### src/rtl/coh_cmd_router.sv
module coh_cmd_router #(
  parameter int AW = 32,
  parameter int SW = 8,
  parameter int TW = 4,
  parameter int PW = 4,
  parameter int LW = 8,
  parameter int DW = 32,
  parameter int MEM_BITS = 20,
  parameter int CFG_BITS = 12,
  parameter logic [AW-1:0] MEM_BASE = '0,
  parameter logic [AW-1:0] CFG_BASE = AW'(32'hF000_0000),
  parameter int WORD_BYTES = 4,
  parameter int REG_BITS = 5,
  parameter int FUNC_BITS = 4,
  parameter int LINE_BYTES = 64,
  parameter int BUF_REG = 0
) (
  input  logic           clk,
  input  logic           rst_n,
  input  logic           cmd_valid,
  output logic           cmd_ready,
  input  logic [AW-1:0]  cmd_addr,
  input  logic [1:0]     cmd_code,
  input  logic [SW-1:0]  cmd_srcid,
  input  logic [TW-1:0]  cmd_trdid,
  input  logic [PW-1:0]  cmd_pktid,
  input  logic [LW-1:0]  cmd_plen,
  input  logic [DW-1:0]  cmd_wdata,
  input  logic           cmd_eop,
  input  logic           rd_full,
  input  logic           wr_full,
  input  logic           ll_full,
  input  logic           sc_full,
  input  logic           cas_full,
  input  logic           cfg_full,
  output logic           rd_push,
  output logic           rd_line,
  output logic           wr_push,
  output logic           ll_push,
  output logic           sc_push,
  output logic           cas_push,
  output logic           cfg_push,
  output logic [FUNC_BITS-1:0] cfg_func,
  output logic [REG_BITS-1:0]  cfg_reg,
  output logic           err_req,
  output logic [SW-1:0]  err_srcid,
  output logic [TW-1:0]  err_trdid,
  output logic [PW-1:0]  err_pktid
);
  localparam int WB_SH   = $clog2(WORD_BYTES);
  localparam int LINE_SH = $clog2(LINE_BYTES);
  localparam logic [1:0] C_NOP = 2'd0, C_RD = 2'd1, C_WR = 2'd2, C_LL = 2'd3;

  typedef enum logic [2:0] {D_RD, D_WR, D_LL, D_SC, D_CAS, D_CFG, D_ERR} dest_t;

  logic  busy;
  dest_t cur_dest, first_dest, dest;
  logic  mem_hit, cfg_hit, buf_bad, dest_full, fire;
  logic [2:0] ty;
  logic unused_bits;

  assign mem_hit  = cmd_addr[AW-1:MEM_BITS] == MEM_BASE[AW-1:MEM_BITS];
  assign cfg_hit  = cmd_addr[AW-1:CFG_BITS] == CFG_BASE[AW-1:CFG_BITS];
  assign ty       = cmd_pktid[2:0];
  assign cfg_reg  = cmd_addr[WB_SH +: REG_BITS];
  assign cfg_func = cmd_addr[WB_SH+REG_BITS +: FUNC_BITS];
  assign buf_bad  = (cmd_code == C_WR) && (cfg_reg == REG_BITS'(BUF_REG))
                    && (|cmd_wdata[LINE_SH-1:0]);
  assign rd_line  = cmd_plen == LW'(LINE_BYTES);
  assign unused_bits = ^{cmd_addr, cmd_wdata, cmd_pktid};

  always_comb begin
    first_dest = D_ERR;
    if (mem_hit) begin
      case (cmd_code)
        C_RD:    if (!ty[2] && cmd_eop) first_dest = D_RD;
        C_WR:    if (ty == 3'b000 || ty == 3'b100) first_dest = D_WR;
        C_LL:    if (ty == 3'b110 && cmd_eop) first_dest = D_LL;
        default: if (ty == 3'b101) first_dest = D_CAS;
                 else if (ty == 3'b111) first_dest = D_SC;
      endcase
    end else if (cfg_hit) begin
      if (cmd_eop && (cmd_code == C_RD || cmd_code == C_WR) && !buf_bad)
        first_dest = D_CFG;
    end
  end

  assign dest = busy ? cur_dest : first_dest;

  always_comb begin
    case (dest)
      D_RD:    dest_full = rd_full;
      D_WR:    dest_full = wr_full;
      D_LL:    dest_full = ll_full;
      D_SC:    dest_full = sc_full;
      D_CAS:   dest_full = cas_full;
      D_CFG:   dest_full = cfg_full;
      default: dest_full = 1'b0;
    endcase
  end

  assign cmd_ready = !dest_full;
  assign fire      = cmd_valid && cmd_ready;
  assign rd_push   = fire && dest == D_RD;
  assign wr_push   = fire && dest == D_WR;
  assign ll_push   = fire && dest == D_LL;
  assign sc_push   = fire && dest == D_SC;
  assign cas_push  = fire && dest == D_CAS;
  assign cfg_push  = fire && dest == D_CFG;

  always_ff @(posedge clk) begin
    if (!rst_n) begin
      busy      <= 1'b0;
      cur_dest  <= D_ERR;
      err_req   <= 1'b0;
      err_srcid <= '0;
      err_trdid <= '0;
      err_pktid <= '0;
    end else begin
      err_req <= fire && cmd_eop && dest == D_ERR;
      if (fire) begin
        busy     <= !cmd_eop;
        cur_dest <= dest;
        if (!busy) begin
          err_srcid <= cmd_srcid;
          err_trdid <= cmd_trdid;
          err_pktid <= cmd_pktid;
        end
      end
    end
  end
endmodule

### config.mk
export PLATFORM = sky130hd
export DESIGN_NAME = coh_cmd_router
export DESIGN_NICKNAME = d
export VERILOG_FILES = /design/src/rtl/coh_cmd_router.sv
export SDC_FILE = /design/constraint.sdc
export NUM_CORES = 1
export LEC_CHECK = 0
export ABC_AREA = 1
export ABC_CLOCK_PERIOD_IN_PS = 3000
export CORE_AREA = 5 5 85 71
export CTS_CLUSTER_DIAMETER = 40
export DETAILED_ROUTE_END_ITERATION = 8
export DIE_AREA = 0 0 90 76
export PLACE_DENSITY_LB_ADDON = 0.1
export SLEW_MARGIN = 10
export SYNTH_ARGS = -nofsm -noshare
export SYNTH_HDL_FRONTEND = slang
export SYNTH_SLANG_ARGS = --single-unit
### constraint.sdc
create_clock -name clk -period 3 [get_ports clk]
set_clock_uncertainty 0.15 [all_clocks]
set_input_delay 0.6 -clock clk [delete_from_list [all_inputs] [get_ports clk]]
set_output_delay 0.6 -clock clk [all_outputs]
set_load 0.02 [all_outputs]
==> impl_results.md, run 1 <==
* Routed wire length at 5000 um
* Die footprint at 0.00684 mm2
* Clock network power share at 20.9%
* CP arrival at 2.57 ns
* End point of the most critical hold path: cur_dest[1]
* Global placer's final weighted congestion at 0.779
* Static leakage at 1.42 nW
* Hold Path Cell Cnt at 2
* Core Region at 0.00519 mm2
* Result of the run: complete, but fails checks
* Total count of max-transition violations in the final report at 0
* Start point of the worst min-delay path: cur_dest[1]
* Fraction of the cycle the final worst path needs at 111%
* Path category of the worst min-delay check: register to register
* Internal power at 617 uW
* Worst Path Max Fanout at 6
* H-Tree Depth at 1
* Clock tree from TritonCTS: yes
* Slew headroom at 82.7%
* Clock tree root buffer cell: clkbuf_8
* Via/cell ratio at 4.29
* Most common cell after layout, fill and taps aside: nand2_1
* Slew at the pin with the worst max-slew slack at 0.259 ns
* # setup viols final at 7
* Post-layout worst setup margin at -0.318 ns
* Maximum number of pins on one net before global-route repair at 21
* RSZ-0062 raised after global routing: yes
* Sequential fraction of the synthesis area at 26.8%
* Number of buffers inserted during clock tree synthesis at 3
* Fraction of power consumed by combinational cells at 44.6%
* Critical R2R Capture: err_srcid[3]
* First-pass GRT wire length at 8400 um
* Setup Total Neg Slack at -1.58 ns
* Max rail drop VDD at 0.302 mV
* Die height at 76 um
* Vias at 1912
* Post-Syn Nets at 366
* # port buffers at 96
* Final net count at 486
* Layout-stage area growth over the synthesis result at 91.5%
* Clk Latency, worst-skew pair at 0.27 ns
* Remaining antenna violation count after routing at 0
* Number of antenna violations at the first check in global routing at 0
* Number of diodes at 0
* Maximum Capacitance Violations at 0
* Cell depth of the worst flop-to-flop path at 16
* Reg-to-reg setup timing slack at 0.84 ns
* Post-synthesis average cell area at 5.99 um2
* Number of DRC violations after detailed routing at 0
* Worst EP required at 2.25 ns
* Post-CTS Hold Fix Bufs at 0
* Violations in the final reports: setup timing
* YS warnings at 0
* RR Startpoint: busy
* Total chip power at 932 uW
* DRT Pass-1 Iters at 4
* Width of the die at 90 um
* Initial standard-cell utilization of the core at 30.2%
* Net load switching power at 314 uW
* Proportion of layout cells with a drive suffix above 1 at 24.9%
* Seq pwr share at 34.5%
* Final Hold Vio Count at 0
* Master of the slowest instance on the critical path: dlygate4sd2_1
* Clock sink count at 21
* Crit. End Element: output pin
* Distinct cell type count of the synthesized netlist at 27
* Estimated wirelength of the detail-placed design at 3980 um
* Critical Path Source Type: input pin
* Number of design-rule violations left by the first detailed-router iteration at 31
* Count of state elements after synthesis at 21
* Cell Chain, Critical Path: dlygate4sd2_1 -> o21ai_0 -> nand3b_1 -> nand2_1 -> nand2_1 -> nand3_2 -> nand2_2 -> nand4_1 -> nand2_2 -> nor2_4 -> nand3_2 -> buf_12 -> nor4_4 -> buf_4
* Synthesized instance count at 262
* Area of the mapped netlist at 0.00157 mm2
* Commonest non-fill, non-tap cells in the layout: nand2_1, nor2_1, clkdlybuf4s50_1
* CP Class: input pin to output pin
* Total global routing overflow at 0
* Switching power as a share of total power at 33.7%
* Ratio of total power to cell area at 310 mW/mm2
* Clock slew at reported path FFs at 0.08 ns
* Vias in the first global route at 1824
* CP peak stage delay at 0.30 ns
* Post-detailed-route wirelength per cell at 11.2 um
* Timing-limited maximum frequency at 301 MHz
* Total routing usage reported by global routing at 14.2%
* Crit path time final at 3.32 ns
* Top-level port count at 134
* Count of standard-cell rows at 24
* Maximum clock path buffer count at 2
[layout make-up]
type                       instances  area (um2)
fill                             497        2190
inverter                          42         163
clock buffer                       3        41.3
timing repair buffer             131        1220
tap                               65        81.3
multi-input combinational        183        1070
sequential                        21         420
clock inverter                     1        7.51
[synth_stat cells]
| library cell | number | area, um2 |
|---|---|---|
| o21ai_1 | 3 | 15.0 |
| clkbuf_1 | 2 | 7.51 |
| nand3b_1 | 1 | 7.51 |
| or4_1 | 1 | 7.51 |
| nand2_2 | 3 | 18.8 |
| a21oi_2 | 1 | 8.76 |
| nor2_1 | 61 | 229 |
| nand3_2 | 1 | 10.0 |
| inv_1 | 39 | 146 |
| o211ai_1 | 2 | 15.0 |
| ha_1 | 4 | 50.1 |
| nor2_2 | 1 | 6.26 |
| inv_2 | 3 | 11.3 |
| nor2_4 | 3 | 33.8 |
| nor3_1 | 2 | 10.0 |
| dfxtp_1 | 21 | 420 |
| nand4_1 | 5 | 31.3 |
| a21oi_1 | 1 | 5.00 |
| o21bai_2 | 1 | 11.3 |
| nor4_1 | 7 | 43.8 |
| nand3_1 | 9 | 45.0 |
| nor3b_1 | 1 | 7.51 |
| buf_4 | 10 | 75.1 |
| nand4_4 | 1 | 21.3 |
| nand2_1 | 71 | 267 |
| o21ai_0 | 4 | 20.0 |
| buf_6 | 4 | 45.0 |
[timing repair]
action,in CTS,in global routing
pin swaps,22,18
gates resized for setup,115,18
setup endpoints to repair,22,7
endpoints found under the hold margin,0,0
buffers inserted,3,5
[cell families after synthesis]
family	count (synthesis)	synth area share, %
fa+ha+maj	4	3.19
buf+inv	58	18.2
flops	21	26.8
compound gates	12	4.78
simple gates	167	47.1
[routing by layer]
layer	global-route usage, %	wire (um)	up-vias
met1	18.1	2300	832
met4	1.04	12	0
met2	24.3	2340	47
li1	-	-	1029
met3	4.84	347	4
met5	0	0	-
[worst max-delay path, delay by kind of cell]
kind / cells / cell delay (ns)
simple gates: 10 / 1.12
buf+inv: 3 / 0.62
compound gates: 1 / 0.22
[worst max-delay path by stage]
stage / from / to / slack (ns) / cells past startpoint
global route: cmd_pktid[2] / cas_push / -0.43 / 15
finish: cmd_pktid[1] / cas_push / -0.32 / 14
global placement: cmd_code[1] / ll_push / -1.10 / 17
CTS: cmd_code[1] / sc_push / -0.31 / 17
detailed placement: cmd_code[1] / cfg_push / -1.17 / 17
floorplan: cmd_code[0] / cas_push / -0.16 / 16
[state kept, by name (all words and copies together), names as in the netlist]
name,flops
err_srcid,8
err_pktid,4
err_trdid,4
cur_dest,3
busy,1
err_req,1
[power groups by stage]
stage	combinational [mW]	clock, mW	sequential [mW]
floorplan	0.172	0	0.356
global placement	0.399	0	0.327
detailed placement	0.401	0	0.328
CTS	0.404	0.203	0.322
global route	0.456	0.212	0.326
finish	0.416	0.194	0.322
[metrics by stage]
stage | worst slack [ns] | instances | area (um2) | util, % | hold slack, ns
after floorplan | -0.156 | 262 | 1670 | - | 0.296
after global placement | -1.10 | 434 | 2820 | 54.4 | 0.315
after detailed placement | -1.17 | 434 | 2820 | 54.4 | 0.325
after CTS | -0.308 | 441 | 2930 | 56.4 | 0.343
after global routing | -0.434 | 446 | 3000 | 57.8 | 0.391
final | -0.318 | 446 | 3000 | 57.8 | 0.340
(Power assumes the default switching activity.)
==> run 2: changes to the inputs <==
--- a/config.mk
+++ b/config.mk
@@ -11,7 +11,9 @@
 export CTS_CLUSTER_DIAMETER = 40
 export DETAILED_ROUTE_END_ITERATION = 8
 export DIE_AREA = 0 0 90 76
+export GPL_ROUTABILITY_DRIVEN = 0
 export PLACE_DENSITY_LB_ADDON = 0.1
+export SKIP_CTS_REPAIR_TIMING = 1
 export SLEW_MARGIN = 10
 export SYNTH_ARGS = -nofsm -noshare
 export SYNTH_HDL_FRONTEND = slang
==> run 2 against run 1 <==
  * The run still ends with setup timing left
  * Global-route usage decreased by 0.41 points
  * Register-to-register slack improved by 0.02 ns
  * Sequential power about the same
  * Critical path depth increased by 4
  * Worst hold slack got worse by 0.0011 ns
  * Largest power group unchanged
==> impl_results.md, run 2 (same netlist as run 1, synthesis figures left out) <==
* Result of the run: complete, but fails checks
* Violations in the final reports: setup timing
* Total chip power at 944 uW
* Total global routing overflow at 0
* Number of design-rule violations left by the first detailed-router iteration at 57
* Path category of the worst min-delay check: register to register
* Clock tree from TritonCTS: yes
* First element of the critical path: cmd_code[0]
* Slew at the pin with the worst max-slew slack at 0.263 ns
* Count of standard-cell rows at 24
* Die footprint at 0.00684 mm2
* Number of logic stages on the critical path including buffering at 18
* Post-detailed-route wirelength per cell at 11.7 um
* Switching power as a share of total power at 33.7%
* Fraction of the cycle the final worst path needs at 110%
* Minimum hold slack at 0.339 ns
* Internal power at 625 uW
* Worst EP required at 2.25 ns
* Max reg flops at 8
* Timing-limited maximum frequency at 302 MHz
* Master of the slowest instance on the critical path: nor4_4
* DRT Pass-1 Iters at 4
* Maximum number of pins on one net before global-route repair at 21
* Number of buffers inserted during clock tree synthesis at 3
* Estimated wirelength of the detail-placed design at 3980 um
* CP arrival at 2.56 ns
* H-Tree Depth at 1
* Ratio of total power to cell area at 298 mW/mm2
* Most flop-heavy register: err_srcid
* Clock tree root buffer cell: clkbuf_8
* Core utilization of the finished layout at 60.9%
* Proportion of layout cells with a drive suffix above 1 at 25.7%
* Width of the die at 90 um
* Slew headroom at 82.4%
* Final Instance Count excl. Fillers at 443
* Seq pwr share at 34.1%
* Worst Path Max Fanout at 6
* Fraction of power consumed by combinational cells at 45.3%
* RSZ-0062 raised after global routing: yes
* First-pass GRT wire length at 8170 um
* Placement Cell Area at 0.00282 mm2
* Number of diodes at 0
* Clk Latency, worst-skew pair at 0.27 ns
* Worst setup path endpoint: cas_push
* Static leakage at 1.71 nW
* Remaining antenna violation count after routing at 0
* Commonest non-fill, non-tap cells in the layout: nand2_1, nor2_1, clkdlybuf4s50_1
* Number of buffer and inverter instances along the worst setup path at 5
* Count of placed standard cells including taps at 434
* Top-level port count at 134
* Total routing usage reported by global routing at 13.8%
* Layout-stage area growth over the synthesis result at 102%
* Critical path's top delay family: simple AND/OR/NAND/NOR gates
* # port buffers at 96
* CP Class: input pin to output pin
* Maximum clock path buffer count at 2
* Net load switching power at 318 uW
* Number of DRC violations after detailed routing at 0
* Reg-to-reg setup timing slack at 0.86 ns
* Cell depth of the worst flop-to-flop path at 16
* Layout Cell Area excl Fill at 0.00317 mm2
* Routed wire length at 5200 um
* Vias at 1955
* Via/cell ratio at 4.41
* Top flop regs: err_srcid x8, err_pktid x4, err_trdid x4
* Max rail drop VDD at 0.302 mV
* Maximum Capacitance Violations at 0
* CP peak stage delay at 0.25 ns
* Core Region at 0.00519 mm2
* Vias in the first global route at 1798
* Initial standard-cell utilization of the core at 30.2%
* Total count of max-transition violations in the final report at 0
* Critical R2R Capture: err_pktid[3]
* RR Startpoint: busy
* Post-layout worst setup margin at -0.307 ns
* Crit path time final at 3.31 ns
* Number of antenna violations at the first check in global routing at 0
* Clock sink count at 21
* Die height at 76 um
* Clock slew at reported path FFs at 0.08 ns
* Cell Chain, Critical Path: buf_6 -> inv_4 -> ha_4 -> nand2_2 -> nor2_2 -> nand2_2 -> nand2_2 -> o21bai_4 -> nand2_2 -> nand2_4 -> buf_6 -> nand4_1 -> nand2_2 -> nor2_4 -> nand3_2 -> buf_12 -> nor4_4 -> buf_4
* Critical Path Source Type: input pin
* Dominant cell type by count on the critical path: nand2_2
* # setup viols final at 7
* Final Hold Vio Count at 0
* Most common cell after layout, fill and taps aside: nand2_1
* Clock network power share at 20.6%
* Final net count at 483
* Crit. End Element: output pin
[run 2: final cells by class]
cell class              count  area, um2
fillers                   469       2030
repair buffers            128       1340
multi-input cells         183       1120
flip-flops and latches     21        420
inverters                  42        163
well taps                  65       81.3
clock buffers               3       41.3
clock inverters             1       7.51
[run 2: through the flow]
stage | setup TNS (ns) | worst slack, ns
floorplan | -0.933 | -0.156
global placement | -12.74 | -1.10
detailed placement | -13.87 | -1.17
CTS | -8.32 | -1.18
global route | -2.38 | -0.433
finish | -1.49 | -0.307
[run 2: routing by layer]
metal  vias to the layer above  wire [um]  track usage, %
li1                       1021          -               -
met1                       872       2230            17.7
met2                        58       2550            23.4
met3                         4        413            4.84
met4                         0         12            1.04
met5                         -          0               0
[run 2: tightest hold or removal path, cell delays in order, from the launching register on]
cell	delay [ns]
dfxtp_1	0.33
nand2_1	0.05
o211ai_1	0.07
[run 2: how the worst min path moves through the flow]
stage | start | endpoint | slack (ns) | cells past startpoint
6_report | cur_dest[1] | cur_dest[1] | 0.34 | 2
5_1_grt | cur_dest[1] | cur_dest[1] | 0.39 | 2
4_1_cts | cur_dest[1] | cur_dest[1] | 0.34 | 2
3_5_place_dp | cur_dest[1] | cur_dest[1] | 0.32 | 2
3_3_place_gp | cur_dest[1] | cur_dest[1] | 0.32 | 2
2_1_floorplan | cur_dest[1] | cur_dest[1] | 0.30 | 2
[run 2: power groups by stage]
stage | Clock [mW] | Combinational [mW] | Sequential [mW]
floorplan | 0 | 0.172 | 0.356
global placement | 0 | 0.399 | 0.327
detailed placement | 0 | 0.401 | 0.328
CTS | 0.203 | 0.403 | 0.321
global route | 0.212 | 0.468 | 0.326
finish | 0.195 | 0.427 | 0.321
==> run 3: changes to the inputs <==
--- a/config.mk
+++ b/config.mk
@@ -7,10 +7,11 @@
 export LEC_CHECK = 0
 export ABC_AREA = 1
 export ABC_CLOCK_PERIOD_IN_PS = 3000
-export CORE_AREA = 5 5 85 71
+export CORE_AREA = 5 5 77 65
 export CTS_CLUSTER_DIAMETER = 40
 export DETAILED_ROUTE_END_ITERATION = 8
-export DIE_AREA = 0 0 90 76
+export DIE_AREA = 0 0 82 70
+export DONT_BUFFER_PORTS = 1
 export GPL_ROUTABILITY_DRIVEN = 0
 export PLACE_DENSITY_LB_ADDON = 0.1
 export SKIP_CTS_REPAIR_TIMING = 1
==> constraint.sdc (replaced) <==
create_clock -name clk -period 3 [get_ports clk]
set_clock_uncertainty 0.15 [all_clocks]
set_input_delay 0.6 -clock clk [delete_from_list [all_inputs] [get_ports clk]]
set_output_delay 0.6 -clock clk [all_outputs]
set_load 0.005 [all_outputs]
==> run 3 against run 2 <==
  * The run still ends with setup timing left
  * Critical endpoint is now wr_push
  * Routed wire length fell by 26%
  * Design area down 41%
  * First-iteration DRC count up 3.5%
  * Highest routed layer unchanged
==> impl_results.md, run 3 (same netlist as run 1, synthesis figures left out) <==
* Count of placed standard cells including taps at 320
* Post-detailed-route wirelength per cell at 11.8 um
* Path category of the worst min-delay check: input pin to register
* Vias at 1487
* CP Class: input pin to output pin
* Static leakage at 0.906 nW
* Clk Latency, worst-skew pair at 0.26 ns
* Slew at the pin with the worst max-slew slack at 0.429 ns
* # setup viols final at 1
* Number of diodes at 0
* Crit path time final at 3.00 ns
* Core utilization of the finished layout at 45.9%
* Top flop regs: err_srcid x8, err_pktid x4, err_trdid x4
* Final Hold Vio Count at 0
* Remaining antenna violation count after routing at 0
* Master of the slowest instance on the critical path: nor4_4
* Setup Total Neg Slack at -0.00100 ns
* Maximum clock path buffer count at 2
* Cell Chain, Critical Path: inv_8 -> ha_4 -> nand4_1 -> nor2_2 -> nand2_1 -> o21bai_2 -> nand2_2 -> nand2_4 -> nor2_4 -> nand2_2 -> nand2_4 -> nor2_4 -> nand3_4 -> nor4_4
* # port buffers at 0
* Timing-limited maximum frequency at 333 MHz
* Max rail drop VDD at 0.214 mV
* Total global routing overflow at 0
* Clock tree root buffer cell: clkbuf_8
* Count of standard-cell rows at 21
* Worst Path Max Fanout at 7
* Final Instance Count excl. Fillers at 327
* Number of buffer and inverter instances along the worst setup path at 1
* Clock slew at reported path FFs at 0.08 ns
* RSZ-0062 raised after global routing: yes
* DP Worst Slack at -0.0955 ns
* Initial standard-cell utilization of the core at 38.3%
* Critical Path Source Type: input pin
* Number of logic stages on the critical path including buffering at 14
* Top-level port count at 134
* Routed wire length at 3850 um
* Estimated wirelength of the detail-placed design at 3020 um
* Global-route met2 utilization at 19.2%
* Number of antenna violations at the first check in global routing at 0
* Clock sink count at 21
* Proportion of layout cells with a drive suffix above 1 at 21.1%
* Layout-stage area growth over the synthesis result at 19.9%
* Number of buffers inserted during clock tree synthesis at 3
* Total chip power at 705 uW
* Layer carrying the most global-route usage: met2
* Maximum Capacitance Violations at 0
* FILL cells at 446
* CP peak stage delay at 0.31 ns
* Die footprint at 0.00574 mm2
* Critical path's top delay family: simple AND/OR/NAND/NOR gates
* Worst EP required at 2.25 ns
* Number of design-rule violations left by the first detailed-router iteration at 59
* Vias in the first global route at 1358
* Number of DRC violations after detailed routing at 0
* Total routing usage reported by global routing at 13.4%
* Max reg flops at 8
* Most common cell after layout, fill and taps aside: nand2_1
* Width of the die at 82 um
* Crit. End Element: output pin
* Slew headroom at 71.3%
* Result of the run: complete, but fails checks
* Die height at 70 um
* DRT Pass-1 Iters at 4
* Ratio of total power to cell area at 375 mW/mm2
* Violations in the final reports: setup timing
* Most flop-heavy register: err_srcid
* Fraction of the cycle the final worst path needs at 100%
* Met1 track demand over resource at 18.3%
* CP arrival at 2.25 ns
* Maximum number of pins on one net before global-route repair at 33
* Core Region at 0.00410 mm2
* Post-layout worst setup margin at -0.00100 ns
* Hold Path Cell Cnt at 1
* Clock tree from TritonCTS: yes
* Met3 Use GR at 6.56%
* Via/cell ratio at 4.55
* Cell depth of the worst flop-to-flop path at 13
* Final net count at 375
* First-pass GRT wire length at 6110 um
* Commonest non-fill, non-tap cells in the layout: nand2_1, nor2_1, inv_1
* H-Tree Depth at 1
* Total count of max-transition violations in the final report at 0
run 3: cell count changes in the layout (fill, tap and decap cells not counted), moves of 5 or more:
cell and change:
clkdlybuf4s50_1 -51, dlymetal6s2s_1 -36, buf_4 -13, nand2_1 +8
nand2_2 -8, nor2_2 -5
run 3: area by class of cell:
type / count / area, um2 / share of cell area [%]
Clock buffer: 3 / 41.3 / 2.20
Inverter: 42 / 178 / 9.45
Clock inverter: 1 / 7.51 / 0.399
Tap cell: 57 / 71.3 / 3.79
Sequential cell: 21 / 420 / 22.4
Timing Repair Buffer: 20 / 154 / 8.18
Multi-Input combinational cell: 183 / 1010 / 53.6
run 3: through the flow:
| stage | hold WS (ns) | instance area, um2 |
|---|---|---|
| floorplan | 0.296 | 1570 |
| global placement | 0.316 | 1640 |
| detailed placement | 0.323 | 1640 |
| CTS | 0.288 | 1690 |
| global route | 0.275 | 1880 |
| finish | 0.301 | 1880 |
run 3: routing by layer:
layer  part of all wire [%]  wire (um)
met1                     44       1710
met2                     43       1650
met3                     12        479
met4                   0.26         10
met5                      0          0
run 3: worst reg2reg max path: cells and delay by family (launching register included):
family                 cells  cell delay (ns)
DFF                        1             0.37
AOI/OAI and AO/OA          1             0.15
and+or+nand+nor            9             1.24
buffers and inverters      3             0.44
run 3: final timing paths:
kind / start / endpoint / slack [ns]
worst max-delay path: cmd_code[1] / wr_push / -0.001
worst max register to register: busy / err_trdid[0] / 0.54
worst min register to register: cur_dest[1] / cur_dest[1] / 0.35
worst min-delay path: rst_n / cur_dest[2] / 0.30
run 3: report_power, final:
group | leakage, nW | total [mW] | switching [mW] | internal (mW)
Clock | 0.0217 | 0.190 | 0.0958 | 0.0937
Sequential | 0.174 | 0.328 | 0.0200 | 0.308
Combinational | 0.711 | 0.188 | 0.109 | 0.0791
Total | 0.906 | 0.705 | 0.225 | 0.480
